<file path="config.mk">
export PLATFORM = sky130hd
export DESIGN_NAME = blkcopy_seq
export DESIGN_NICKNAME = d
export VERILOG_FILES = /design/src/rtl/blkcopy_pkg.sv /design/src/rtl/blkcopy_step.sv /design/src/rtl/blkcopy_bus_dec.sv /design/src/rtl/blkcopy_seq.sv
export SDC_FILE = /design/constraint.sdc
export NUM_CORES = 1
export LEC_CHECK = 0
export BUFFER_PORTS_ARGS = -buffer_cell sky130_fd_sc_hd__buf_2
export CAP_MARGIN = 25
export CORE_MARGIN = 2
export CORE_UTILIZATION = 55
export CTS_BUF_LIST = sky130_fd_sc_hd__clkbuf_8 sky130_fd_sc_hd__clkbuf_16
export CTS_CLUSTER_DIAMETER = 50
export DETAILED_ROUTE_END_ITERATION = 8
export PLACE_DENSITY = 0.8
export SLEW_MARGIN = 20
export SYNTH_ARGS = -nofsm -noshare
export SYNTH_HDL_FRONTEND = slang
export SYNTH_HIERARCHICAL = 1
export SYNTH_SLANG_ARGS = --single-unit
</file>
<file path="constraint.sdc">
create_clock -name clk -period 3.6 [get_ports clk]
set_input_delay 0.72 -clock clk [delete_from_list [all_inputs] [get_ports clk]]
set_output_delay 0.72 -clock clk [all_outputs]
set_load 0.01 [all_outputs]
</file>
<file path="src/rtl/blkcopy_pkg.sv">
package blkcopy_pkg;
    parameter int unsigned ADDR_W = 16;
    parameter int unsigned DATA_W = 8;
    parameter int unsigned TICK_W = 4;

    typedef enum logic [2:0] {
        PH_IDLE   = 3'd0,
        PH_FETCH1 = 3'd1,
        PH_FETCH2 = 3'd2,
        PH_READ   = 3'd3,
        PH_WRITE  = 3'd4,
        PH_GAP    = 3'd5
    } phase_e;

    typedef struct packed {
        phase_e              phase;
        logic [TICK_W-1:0]   tick;
        logic [ADDR_W-1:0]   pc;
        logic [ADDR_W-1:0]   src;
        logic [ADDR_W-1:0]   dst;
        logic [ADDR_W-1:0]   cnt;
        logic [DATA_W-1:0]   data;
        logic                down;
        logic                done;
        logic                ack;
    } seq_state_t;
endpackage

</file>
<file path="src/rtl/blkcopy_step.sv">
module blkcopy_step #(
    parameter int unsigned AW = 16
) (
    input  logic [AW-1:0] src_i,
    input  logic [AW-1:0] dst_i,
    input  logic [AW-1:0] cnt_i,
    input  logic          down_i,
    output logic [AW-1:0] src_o,
    output logic [AW-1:0] dst_o,
    output logic [AW-1:0] cnt_o,
    output logic          last_o
);
    localparam logic [AW-1:0] ONE = AW'(1);

    always_comb begin
        src_o  = down_i ? (src_i - ONE) : (src_i + ONE);
        dst_o  = down_i ? (dst_i - ONE) : (dst_i + ONE);
        cnt_o  = cnt_i - ONE;
        last_o = (cnt_o == '0);
    end
endmodule

</file>
<file path="src/rtl/blkcopy_bus_dec.sv">
module blkcopy_bus_dec
    import blkcopy_pkg::*;
#(
    parameter int unsigned AW = 16,
    parameter int unsigned DW = 8
) (
    input  phase_e        phase_i,
    input  logic [AW-1:0] pc_i,
    input  logic [AW-1:0] src_i,
    input  logic [AW-1:0] dst_i,
    input  logic [DW-1:0] data_i,
    output logic [AW-1:0] addr_o,
    output logic [DW-1:0] wdata_o,
    output logic          rd_o,
    output logic          wr_o,
    output logic          fetch_o
);
    always_comb begin
        addr_o  = '0;
        wdata_o = '0;
        rd_o    = 1'b0;
        wr_o    = 1'b0;
        fetch_o = 1'b0;
        case (phase_i)
            PH_FETCH1, PH_FETCH2: begin
                addr_o  = pc_i;
                rd_o    = 1'b1;
                fetch_o = 1'b1;
            end
            PH_READ: begin
                addr_o = src_i;
                rd_o   = 1'b1;
            end
            PH_WRITE: begin
                addr_o  = dst_i;
                wdata_o = data_i;
                wr_o    = 1'b1;
            end
            default: ;
        endcase
    end
endmodule

</file>
<file path="src/rtl/blkcopy_seq.sv">
module blkcopy_seq
    import blkcopy_pkg::*;
#(
    parameter int unsigned FETCH_CYC = 4,
    parameter int unsigned READ_CYC  = 3,
    parameter int unsigned WRITE_CYC = 5,
    parameter int unsigned GAP_CYC   = 5
) (
    input  logic              clk,
    input  logic              rst_n,
    input  logic              start,
    input  logic              dir_down,
    input  logic [ADDR_W-1:0] pc_in,
    input  logic [ADDR_W-1:0] src_in,
    input  logic [ADDR_W-1:0] dst_in,
    input  logic [ADDR_W-1:0] cnt_in,
    input  logic              irq,
    input  logic [DATA_W-1:0] mem_rdata,
    output logic [ADDR_W-1:0] mem_addr,
    output logic [DATA_W-1:0] mem_wdata,
    output logic              mem_rd,
    output logic              mem_wr,
    output logic              mem_fetch,
    output logic              busy,
    output logic              done,
    output logic              irq_ack,
    output logic [ADDR_W-1:0] pc_out,
    output logic [ADDR_W-1:0] src_out,
    output logic [ADDR_W-1:0] dst_out,
    output logic [ADDR_W-1:0] cnt_out
);
    localparam logic [TICK_W-1:0] FETCH_LAST = TICK_W'(FETCH_CYC - 1);
    localparam logic [TICK_W-1:0] READ_LAST  = TICK_W'(READ_CYC - 1);
    localparam logic [TICK_W-1:0] WRITE_LAST = TICK_W'(WRITE_CYC - 1);
    localparam logic [TICK_W-1:0] GAP_LAST   = TICK_W'(GAP_CYC - 1);
    localparam logic [ADDR_W-1:0] OP_BYTES   = ADDR_W'(2);

    seq_state_t s_d, s_q;

    logic [TICK_W-1:0] last_tick_d;
    logic              at_last_d;
    logic [ADDR_W-1:0] src_nx_d, dst_nx_d, cnt_nx_d;
    logic              cnt_zero_d;

    blkcopy_step #(.AW(ADDR_W)) step_i (
        .src_i  (s_q.src),
        .dst_i  (s_q.dst),
        .cnt_i  (s_q.cnt),
        .down_i (s_q.down),
        .src_o  (src_nx_d),
        .dst_o  (dst_nx_d),
        .cnt_o  (cnt_nx_d),
        .last_o (cnt_zero_d)
    );

    blkcopy_bus_dec #(.AW(ADDR_W), .DW(DATA_W)) dec_i (
        .phase_i (s_q.phase),
        .pc_i    (s_q.pc),
        .src_i   (s_q.src),
        .dst_i   (s_q.dst),
        .data_i  (s_q.data),
        .addr_o  (mem_addr),
        .wdata_o (mem_wdata),
        .rd_o    (mem_rd),
        .wr_o    (mem_wr),
        .fetch_o (mem_fetch)
    );

    // Length of the current phase.
    always_comb begin
        case (s_q.phase)
            PH_FETCH1, PH_FETCH2: last_tick_d = FETCH_LAST;
            PH_READ:              last_tick_d = READ_LAST;
            PH_WRITE:             last_tick_d = WRITE_LAST;
            PH_GAP:               last_tick_d = GAP_LAST;
            default:              last_tick_d = '0;
        endcase
        at_last_d = (s_q.tick == last_tick_d);
    end

    // Next-state process.
    always_comb begin
        s_d      = s_q;
        s_d.done = 1'b0;
        s_d.ack  = 1'b0;
        if (s_q.phase == PH_IDLE) begin
            if (start) begin
                s_d.phase = PH_FETCH1;
                s_d.tick  = '0;
                s_d.pc    = pc_in;
                s_d.src   = src_in;
                s_d.dst   = dst_in;
                s_d.cnt   = cnt_in;
                s_d.down  = dir_down;
            end
        end else if (!at_last_d) begin
            s_d.tick = s_q.tick + TICK_W'(1);
        end else begin
            s_d.tick = '0;
            case (s_q.phase)
                PH_FETCH1: begin
                    s_d.pc    = s_q.pc + ADDR_W'(1);
                    s_d.phase = PH_FETCH2;
                end
                PH_FETCH2: begin
                    s_d.pc    = s_q.pc + ADDR_W'(1);
                    s_d.phase = PH_READ;
                end
                PH_READ: begin
                    s_d.data  = mem_rdata;
                    s_d.phase = PH_WRITE;
                end
                PH_WRITE: begin
                    s_d.src = src_nx_d;
                    s_d.dst = dst_nx_d;
                    s_d.cnt = cnt_nx_d;
                    if (cnt_zero_d) begin
                        s_d.phase = PH_IDLE;
                        s_d.done  = 1'b1;
                    end else begin
                        s_d.phase = PH_GAP;
                    end
                end
                PH_GAP: begin
                    s_d.pc = s_q.pc - OP_BYTES;
                    if (irq) begin
                        s_d.phase = PH_IDLE;
                        s_d.ack   = 1'b1;
                    end else begin
                        s_d.phase = PH_FETCH1;
                    end
                end
                default: s_d.phase = PH_IDLE;
            endcase
        end
    end

    always_ff @(posedge clk or negedge rst_n) begin
        if (!rst_n) s_q <= '0;
        else        s_q <= s_d;
    end

    assign busy    = (s_q.phase != PH_IDLE);
    assign done    = s_q.done;
    assign irq_ack = s_q.ack;
    assign pc_out  = s_q.pc;
    assign src_out = s_q.src;
    assign dst_out = s_q.dst;
    assign cnt_out = s_q.cnt;

    // Assertions
    AST_IDLE_QUIET: assert property (@(posedge clk) disable iff (!rst_n)
        !busy |-> (!mem_rd && !mem_wr && !mem_fetch));
    AST_FETCH_AT_PC: assert property (@(posedge clk) disable iff (!rst_n)
        mem_fetch |-> (mem_addr == pc_out && mem_rd));
    AST_READ_AT_SRC: assert property (@(posedge clk) disable iff (!rst_n)
        (mem_rd && !mem_fetch) |-> (mem_addr == src_out));
    AST_WRITE_HELD: assert property (@(posedge clk) disable iff (!rst_n)
        (mem_wr && $past(mem_wr)) |-> ($stable(mem_wdata) && $stable(mem_addr)));
    AST_PTR_AFTER_WRITE: assert property (@(posedge clk) disable iff (!rst_n)
        ($past(busy) && !$past(mem_wr)) |-> ($stable(src_out) && $stable(dst_out) && $stable(cnt_out)));
    AST_CNT_DEC_ONE: assert property (@(posedge clk) disable iff (!rst_n)
        ($past(mem_wr) && !mem_wr) |-> (cnt_out == $past(cnt_out) - ADDR_W'(1)));
    AST_PC_REWIND: assert property (@(posedge clk) disable iff (!rst_n)
        (s_q.phase == PH_GAP && at_last_d) |=> (pc_out == $past(pc_out) - OP_BYTES));
    AST_ACK_NONFINAL: assert property (@(posedge clk) disable iff (!rst_n)
        irq_ack |-> (cnt_out != '0 && !busy && !done));
    AST_STROBE_EXCL: assert property (@(posedge clk) disable iff (!rst_n)
        mem_wr |-> (!mem_rd && !mem_fetch));
    AST_NO_RELOAD_BUSY: assert property (@(posedge clk) disable iff (!rst_n)
        ($past(busy) && busy && s_q.phase == PH_FETCH1 && s_q.tick == '0) |-> (s_q.pc == $past(s_q.pc) - OP_BYTES));
endmodule

</file>
==> run metrics, run 1 <==
FP Rows 44; relative max-transition margin 45.4%; Area growth, synth to finish 9.87%; Reg power frac 22.2%; cts bufs inserted 9; Post-CTS Setup Repair Bufs 0; # clock sinks 82; share of the clock period used by the worst path 86.6%; Sw Share 48.3%; Synth Instances 856; first-pass GRT wire length 34600 um; footprint of the multi-input gates 5060 sq um; fmax 0.321 GHz; clock-pin slew on the worst setup and hold paths 70 ps; Top FF cell, synth dfrtp_1; count of nets after finishing 1052; Die Y 125 um; Max IR drop VDD 0.000445 V; Required @ worst endpoint 3840 ps; DRT antenna net count 0; sequential area share after synthesis 25.6%; Die Wd 125 um; GPL Wtd Cong 0.920; asr flop ratio synth 100%; crit path DAT 3360 ps; wire per inst 19.1 um; Via-to-Cell Ratio 6.28; worst hold slack 357 ps; io pins 171; Detailed Route WL 21600 um; die area 15500 sq um; status finished clean; 1st-pass router iterations 5; Seq cells post-synth 82; Core Area 14400 sq um; max cap viols 0; RSZ-0062 raised after global routing no; EDFF count, synth 0; share of layout cells above drive strength 1 31.4%; critical path class reg -> reg; routed via count 7072; PwrDens 947 nW/um^2; Root Driver clkbuf_16; syn_nets 971; min cycle time layout 3120 ps; ANT cells 0; Distinct cells, synth 91; final hold violations 0; final setup TNS 0 ps; DP Wirelength 15700 um; Worst Path Max Fanout 20; Synth Cell Area 8000 sq um; CTS tree built; DRC Markers 0; CP Launch Type flip-flop; Int Pwr 0.00430 W; Worst Hold Class in -> async; clock latency on the worst-skew pair 360 ps; Overall Power 0.00833 W; final setup skew 7.20 ps; Warnings, synthesis 6; H-tree depth 3; Port Buffers 170; GRT overflow 0; Tot GR Track Use 27.6%; post-layout util 61.2%; crit path capture type flip-flop; syn avg cell area 9.35 sq um; effective utilization at floorplan 55.7%; Comb power frac 65.8%; Post-CTS Hold Fix Bufs 0; Max Buffers Root-to-Sink 2; Final Setup Violations 0; Leak 4.26 nW; Fill cells 1256; Final Max Tran Viols 0; number of global-route vias before repair 6601; worst-margin pin slew 819 ps; switching pwr 0.00402 W; largest net degree at the start of global routing 54; Post-CTS Resized 0; Reg area 2050 sq um; clock power share 12.0%; initial antenna violation count 0; starting DRC count in detailed routing 773
## state kept, by name, indices dropped and copies added, names as in the netlist
register,flops
dst_out,16
done,1
s_q,16
pc_out,16
irq_ack,1
src_out,16
cnt_out,16
## critical path, stage by stage (launching register included)
cell,delay (ps)
dfrtp_1,800
buf_4,320
ha_1,310
nor3_1,300
nor3b_2,120
a2111oi_2,410
o21bai_1,130
xor2_1,150
a22o_1,210
mux2_2,250
## synth_stat cells, drive strengths merged, types with 9 or more instances
cell type	count	share of area (%)
nor4	11	0.94
nor3	22	1.8
and3	13	1.0
xnor2	22	2.4
a21o	15	1.4
a21oi	37	2.4
ha	36	5.6
a22o	49	5.4
mux2i	19	2.4
dfrtp	82	26
buf	93	8.7
clkbuf	25	1.2
inv	31	1.5
xor2	16	1.8
nor2	32	1.5
nand2	39	1.8
o211ai	21	2.7
mux2	59	8.3
nand3	21	1.4
nand4bb	33	4.6
o21ai	27	1.7
o22ai	9	0.70
## area by class of cell
type	count	share of cell area (%)
clock buffers	12	3.03
clock inverters	4	0.555
inverters	31	1.32
flip-flops and latches	82	23.4
well taps	184	2.62
multi-input cells	625	57.6
repair buffers	188	11.5
## power by group through the flow
| stage | clock, W | combinational [W] | sequential (W) |
|---|---|---|---|
| after floorplan | 0 | 0.00466 | 0.00161 |
| after global placement | 0 | 0.00531 | 0.00184 |
| after detailed placement | 0 | 0.00541 | 0.00185 |
| after CTS | 0.00101 | 0.00543 | 0.00184 |
| after global routing | 0.00105 | 0.00599 | 0.00191 |
| final | 0.000998 | 0.00548 | 0.00185 |
## metrics by stage
stage          worst slack (ps)  cell area, sq um  instances
6_report                    482              8790       1126
5_1_grt                     268              8790       1126
4_1_cts                     503              8790       1126
3_5_place_dp                525              8480       1110
3_3_place_gp                573              8480       1110
2_1_floorplan               762              8000        856
## cell usage in the layout, fill, tap and decap left out, drive strengths merged, types with 21 or more instances in the layout
master and count:
o21ai 27, nor2 32, xnor2 22, dfrtp 82
buf 188, inv 31, nand3 21, ha 36
a21oi 37, nor3 22, nand2 39, mux2 59
a22o 49, nand4bb 33, o211ai 21
## final timing paths
| check | depth (start not counted) | to | startpoint | slack (ps) |
|---|---|---|---|---|
| setup reg to reg | 9 | dst_out[13] | s_q[2] | 480 |
| max in group asynchronous | 2 | src_out[0] | rst_n | 2460 |
| min in group clk | 1 | s_q[3] | s_q[3] | 500 |
| setup / recovery | 9 | dst_out[13] | s_q[2] | 480 |
| hold reg to reg | 1 | s_q[3] | s_q[3] | 500 |
| hold / removal | 1 | s_q[80] | rst_n | 360 |
## metal layers
layer / global-route usage, % / wire length, um / vias to the layer above
li1: - / - / 3333
met1: 37.3 / 9290 / 3436
met2: 43.7 / 10200 / 263
met3: 6.49 / 1550 / 40
met4: 8.72 / 543 / 0
met5: 0 / 0 / -
## kinds of logic after synthesis
logic type / synth area share [%]
compound gates: 23.0
xor+xnor: 4.16
fa+ha+maj: 6.13
buf+inv: 11.3
flops: 25.6
mux: 10.7
simple gates: 19.1
No activity file was read; power rests on OpenSTA's default activity.
==> run 2: changes to the inputs <==
--- a/config.mk
+++ b/config.mk
@@ -7,6 +7,7 @@
 export LEC_CHECK = 0
 export BUFFER_PORTS_ARGS = -buffer_cell sky130_fd_sc_hd__buf_2
 export CAP_MARGIN = 25
+export CORE_ASPECT_RATIO = 0.7
 export CORE_MARGIN = 2
 export CORE_UTILIZATION = 55
 export CTS_BUF_LIST = sky130_fd_sc_hd__clkbuf_8 sky130_fd_sc_hd__clkbuf_16
==> run 2 against run 1 <==
First-iteration DRC count up 0.78%. Critical path type unchanged. Via count up 1.5%. Die area about the same. Largest power group unchanged.
==> run metrics, run 2 (synthesized netlist as in run 1, its figures left out) <==
switching pwr 0.00412 W; Worst Hold Class in -> async; # clock sinks 82; Post-CTS Setup Repair Bufs 0; worst hold slack 387 ps; FF-to-FF End src_out[15]; Worst Setup EP src_out[15]; most frequent cells in the layout buf_2 (169), dfrtp_1 (80), a22o_1 (49), mux2_2 (49), nand2_1 (39); Max Buffers Root-to-Sink 2; io pins 171; CP Launch Type flip-flop; final setup skew 8.98 ps; Worst Path Max Fanout 20; clock power share 12.7%; M3 GR Usage 5.59%; Post-CTS Resized 0; most common cell after layout, fill and taps aside buf_2; Sw Share 48.4%; cts bufs inserted 9; Required @ worst endpoint 3830 ps; GRT overflow 0; ANT cells 0; Leak 4.27 nW; met1 Track Usage GR 42.8%; Int Pwr 0.00439 W; die area 15500 sq um; routed via count 7181; share of layout cells above drive strength 1 31.3%; Via-to-Cell Ratio 6.34; Root Driver clkbuf_16; effective utilization at floorplan 56.9%; Setup crit start s_q[2]; crit path capture type flip-flop; 1st-pass router iterations 7; number of global-route vias before repair 6720; status finished clean; min cycle time layout 3110 ps; Post-CTS Hold Fix Bufs 0; initial antenna violation count 0; grt met2 use 42.5%; FP Rows 36; R2R depth 8; Tot GR Track Use 28.9%; max cap viols 0; flop2flop setup slack 490 ps; Die Y 105 um; fmax 0.321 GHz; final hold violations 0; crit path DAT 3340 ps; Final Setup Violations 0; share of the clock period used by the worst path 86.5%; Area growth, synth to finish 10.3%; largest net degree at the start of global routing 66; critical path class reg -> reg; Comb power frac 65.5%; worst-margin pin slew 786 ps; RSZ-0062 raised after global routing no; first-pass GRT wire length 35900 um; GPL Wtd Cong 0.948; DRT antenna net count 0; wire per inst 19.9 um; final setup TNS 0 ps; CTS tree built; clock latency on the worst-skew pair 350 ps; starting DRC count in detailed routing 779; clock-pin slew on the worst setup and hold paths 60 ps; DP Wirelength 16300 um; count of nets after finishing 1052; Port Buffers 170; PwrDens 964 nW/um^2; Overall Power 0.00851 W; reg2reg start s_q[2]; Die Wd 148 um; DRC Markers 0; Reg power frac 21.7%; GR peak layer met1; Core Area 14100 sq um; Max IR drop VDD 0.000632 V; relative max-transition margin 47.1%; Final Max Tran Viols 0; Detailed Route WL 22500 um; H-tree depth 3
-- run 2: how the worst min path moves through the flow --
stage / start / to / slack, ps
floorplan: rst_n / cnt_out[0] / 420
global placement: s_q[6] / s_q[6] / 480
detailed placement: s_q[7] / s_q[7] / 490
CTS: rst_n / cnt_out[5] / 410
global route: rst_n / cnt_out[6] / 450
finish: rst_n / cnt_out[6] / 390
-- run 2: power groups by stage --
stage               combinational (W)  clock [W]  sequential, W
detailed placement            0.00545          0        0.00185
finish                        0.00558    0.00108        0.00185
global route                  0.00608    0.00114        0.00190
global placement              0.00536          0        0.00183
floorplan                     0.00466          0        0.00161
CTS                           0.00550    0.00110        0.00183
-- run 2: through the flow --
| step | cells | cell area [sq um] | setup slack [ps] | utilization, % |
|---|---|---|---|---|
| 2_1_floorplan | 856 | 8000 | 762 | - |
| 3_3_place_gp | 1116 | 8480 | 589 | 60.4 |
| 3_5_place_dp | 1116 | 8480 | 576 | 60.4 |
| 4_1_cts | 1132 | 8830 | 552 | 62.8 |
| 5_1_grt | 1132 | 8830 | 317 | 62.8 |
| 6_report | 1132 | 8830 | 488 | 62.8 |
-- run 2: layout make-up --
| class | instances | area, sq um |
|---|---|---|
| fill | 1196 | 5230 |
| multi-input combinational | 625 | 5060 |
| sequential | 82 | 2050 |
| timing repair buffer | 188 | 1010 |
| tap | 190 | 238 |
| clock buffer | 9 | 225 |
| clock inverter | 7 | 119 |
| inverter | 31 | 116 |
-- run 2: layer usage --
layer	part of all wire (%)	vias up	routed length (um)
met3	7.6	52	1700
met1	47	3467	10600
li1	-	3345	-
met4	2.4	0	535
met5	0	-	0
met2	43	317	9650
-- run 2: worst max-delay path, cell delays in order, from the launching register on --
cell      delay (ps)
dfrtp_1          800
buf_4            280
ha_1             300
and3_1           250
a221oi_1         440
nor3b_1          310
a211oi_2         110
a22o_1           230
mux2_2           260
==> run 3: changes to the inputs <==
--- a/config.mk
+++ b/config.mk
@@ -5,6 +5,7 @@
 export SDC_FILE = /design/constraint.sdc
 export NUM_CORES = 1
 export LEC_CHECK = 0
+export ABC_AREA = 1
 export BUFFER_PORTS_ARGS = -buffer_cell sky130_fd_sc_hd__buf_2
 export CAP_MARGIN = 25
 export CORE_ASPECT_RATIO = 0.7
@@ -13,7 +14,7 @@
 export CTS_BUF_LIST = sky130_fd_sc_hd__clkbuf_8 sky130_fd_sc_hd__clkbuf_16
 export CTS_CLUSTER_DIAMETER = 50
 export DETAILED_ROUTE_END_ITERATION = 8
-export PLACE_DENSITY = 0.8
+export PLACE_DENSITY = 0.81
 export SLEW_MARGIN = 20
 export SYNTH_ARGS = -nofsm -noshare
 export SYNTH_HDL_FRONTEND = slang
==> run 3 against run 2 <==
Via count increased by 13%. Maximum frequency increased by 11%. Setup slack improved by 300 ps. Clock power decreased by 18%. Clock skew decreased by 1.1 ps. Synthesized area decreased by 1.4%. Global-route usage increased by 0.14 points. Count of clock-buffer cells in the layout increased by 2. Sequential power about the same. Critical path depth decreased by 2. Core utilization decreased by 0.89 points. Largest cell class unchanged.
==> run metrics, run 3 <==
status finished clean; footprint of the multi-input gates 4690 sq um; Die Y 104 um; Top FF cell, synth dfrtp_1; syn avg cell area 6.17 sq um; worst-margin pin slew 705 ps; DRT antenna net count 0; Tot GR Track Use 29.0%; routed via count 8112; most frequent cell after synthesis nand2_1; worst-path cell chain buf_4, nor2_8, nor2_4, nand2_1, nand2_1, buf_2; crit path DAT 2090 ps; count of nets after finishing 1484; Final Max Tran Viols 0; Required @ worst endpoint 2880 ps; sequential area share after synthesis 26.0%; max incr delay on CP 460 ps; Reg area 2050 sq um; first-pass GRT wire length 36000 um; Core Area 14000 sq um; reg2reg start s_q[80]; Post-CTS Resized 0; CTS tree built; Seq cells post-synth 82; Metal-1 WL 10700 um; fmax 0.355 GHz; die area 15300 sq um; Warnings, synthesis 6; most frequent cells in the layout nand2_1 (583), buf_2 (169), nor2_1 (105), inv_1 (100), dfrtp_1 (82); min cycle time layout 2810 ps; # clock sinks 82; Setup crit start s_q[79]; Worst Path Max Fanout 21; RSZ-0062 raised after global routing no; Port Buffers 170; Root Driver clkbuf_16; most frequent CP cell nand2_1; Die Wd 147 um; Final Setup Violations 0; final hold violations 0; largest net degree at the start of global routing 62; starting DRC count in detailed routing 685; GPL Wtd Cong 0.949; CP Launch Type flip-flop; highest routed layer met4; cts bufs inserted 9; relative max-transition margin 53.0%; top area cells in the synthesized netlist nand2_1 (28%), dfrtp_1 (26%), buf_4 (6.6%), ha_1 (5.7%), nor2_1 (5.0%); Synth Cell Area 7890 sq um; most frequent cells after synthesis nand2_1 (583), nor2_1 (105), inv_1 (99); clock latency on the worst-skew pair 340 ps; Post-CTS Hold Fix Bufs 0; Post-CTS Setup Repair Bufs 0; H-tree depth 3; PwrDens 978 nW/um^2; CP Buf/Inv Count 2; FP Rows 36; clock-pin slew on the worst setup and hold paths 70 ps; share of layout cells above drive strength 1 17.2%; Synth top area share 27.7%; critical path class reg -> out; Met2 Routed Length 9190 um; dominant cell type by area after synthesis nand2_1; share of the clock period used by the worst path 78.1%; syn_nets 1394; met3 routed WL 1800 um; Max stage delay cell, worst path dfrtp_1; most common cell after layout, fill and taps aside nand2_1; Max IR drop VDD 0.000452 V; effective utilization at floorplan 56.5%; Leak 5.24 nW; crit path capture type output pin; Detailed Route WL 22000 um; final setup TNS 0 ps; max cap viols 0; DP Wirelength 16600 um; Crit path max-delay family simple AND/OR/NAND/NOR gates; io pins 171; Worst Hold Class in -> async; GRT overflow 0; initial antenna violation count 0; final setup skew 7.88 ps; number of global-route vias before repair 7061; Via-to-Cell Ratio 5.19; Synth Instances 1279; Distinct cells, synth 36; Fill cells 1380; Max Buffers Root-to-Sink 2; asr flop ratio synth 100%; ANT cells 0; Overall Power 0.00846 W; EDFF count, synth 0; wire per inst 14.1 um; DRC Markers 0; Area growth, synth to finish 9.59%; 1st-pass router iterations 5
==> run 3: changes by cell type after synthesis, sizes merged, moves of 14 or more <==
cell and delta:
nand4bb -33, nor3 -18, mux2 -58, inv +76, nand4 +17, o211ai -20
nand2 +551, nor2 +88, a22o -49, mux2i -19, clkbuf -14, nand3 +57
==> run 3: cell type report <==
type | count | share of cell area [%]
Clock buffer | 11 | 2.92
Clock inverter | 5 | 0.347
Inverter | 108 | 4.75
Multi-Input combinational cell | 984 | 54.3
Sequential cell | 82 | 23.7
Tap cell | 190 | 2.75
Timing Repair Buffer | 184 | 11.2
==> run 3: final timing paths <==
kind                               endpoint  slack, ps  cells past startpoint
worst max-delay path            mem_addr[2]        790                      6
worst min-delay path             cnt_out[6]        340                      1
worst max register to register    pc_out[0]        990                     16
worst min register to register       s_q[3]        470                      2
max in group asynchronous           s_q[80]       2520                      2
min in group clk                     s_q[3]        470                      2
==> run 3: cell families (layout without fill, tap and decap cells) <==
group	count (synthesis)	after routing	synth area share, %
fa+ha+maj	38	38	6.22
mux	1	1	0.143
buf+inv	213	308	14.5
simple gates	825	825	43.1
xor+xnor	34	34	3.87
compound gates	86	86	6.11
flops	82	82	26.0
==> run 3: stage by stage <==
step / instance area [sq um] / cells / hold WS [ps] / setup slack (ps) / util (%)
final: 8650 / 1564 / 344 / 787 / 61.9
after CTS: 8650 / 1564 / 363 / 811 / 61.9
after global placement: 8340 / 1547 / 458 / 858 / 59.8
after floorplan: 7890 / 1279 / 424 / 1250 / -
after detailed placement: 8360 / 1548 / 460 / 1040 / 59.9
after global routing: 8650 / 1564 / 379 / 710 / 61.9
==> run 3: power by group <==
part	switching, W	leakage, nW	internal (W)	total (W)
sequential	0.000573	1.07	0.00129	0.00187
combinational	0.00375	4.02	0.00195	0.00570
clock	0.000388	0.143	0.000502	0.000889
total	0.00471	5.24	0.00375	0.00846
==> run 3: metal layers <==
layer  GRT usage [%]  up-vias
li1                -     4126
met1            44.8     3610
met2            41.8      350
met3            4.56       26
met4            7.62        0
met5               0        -
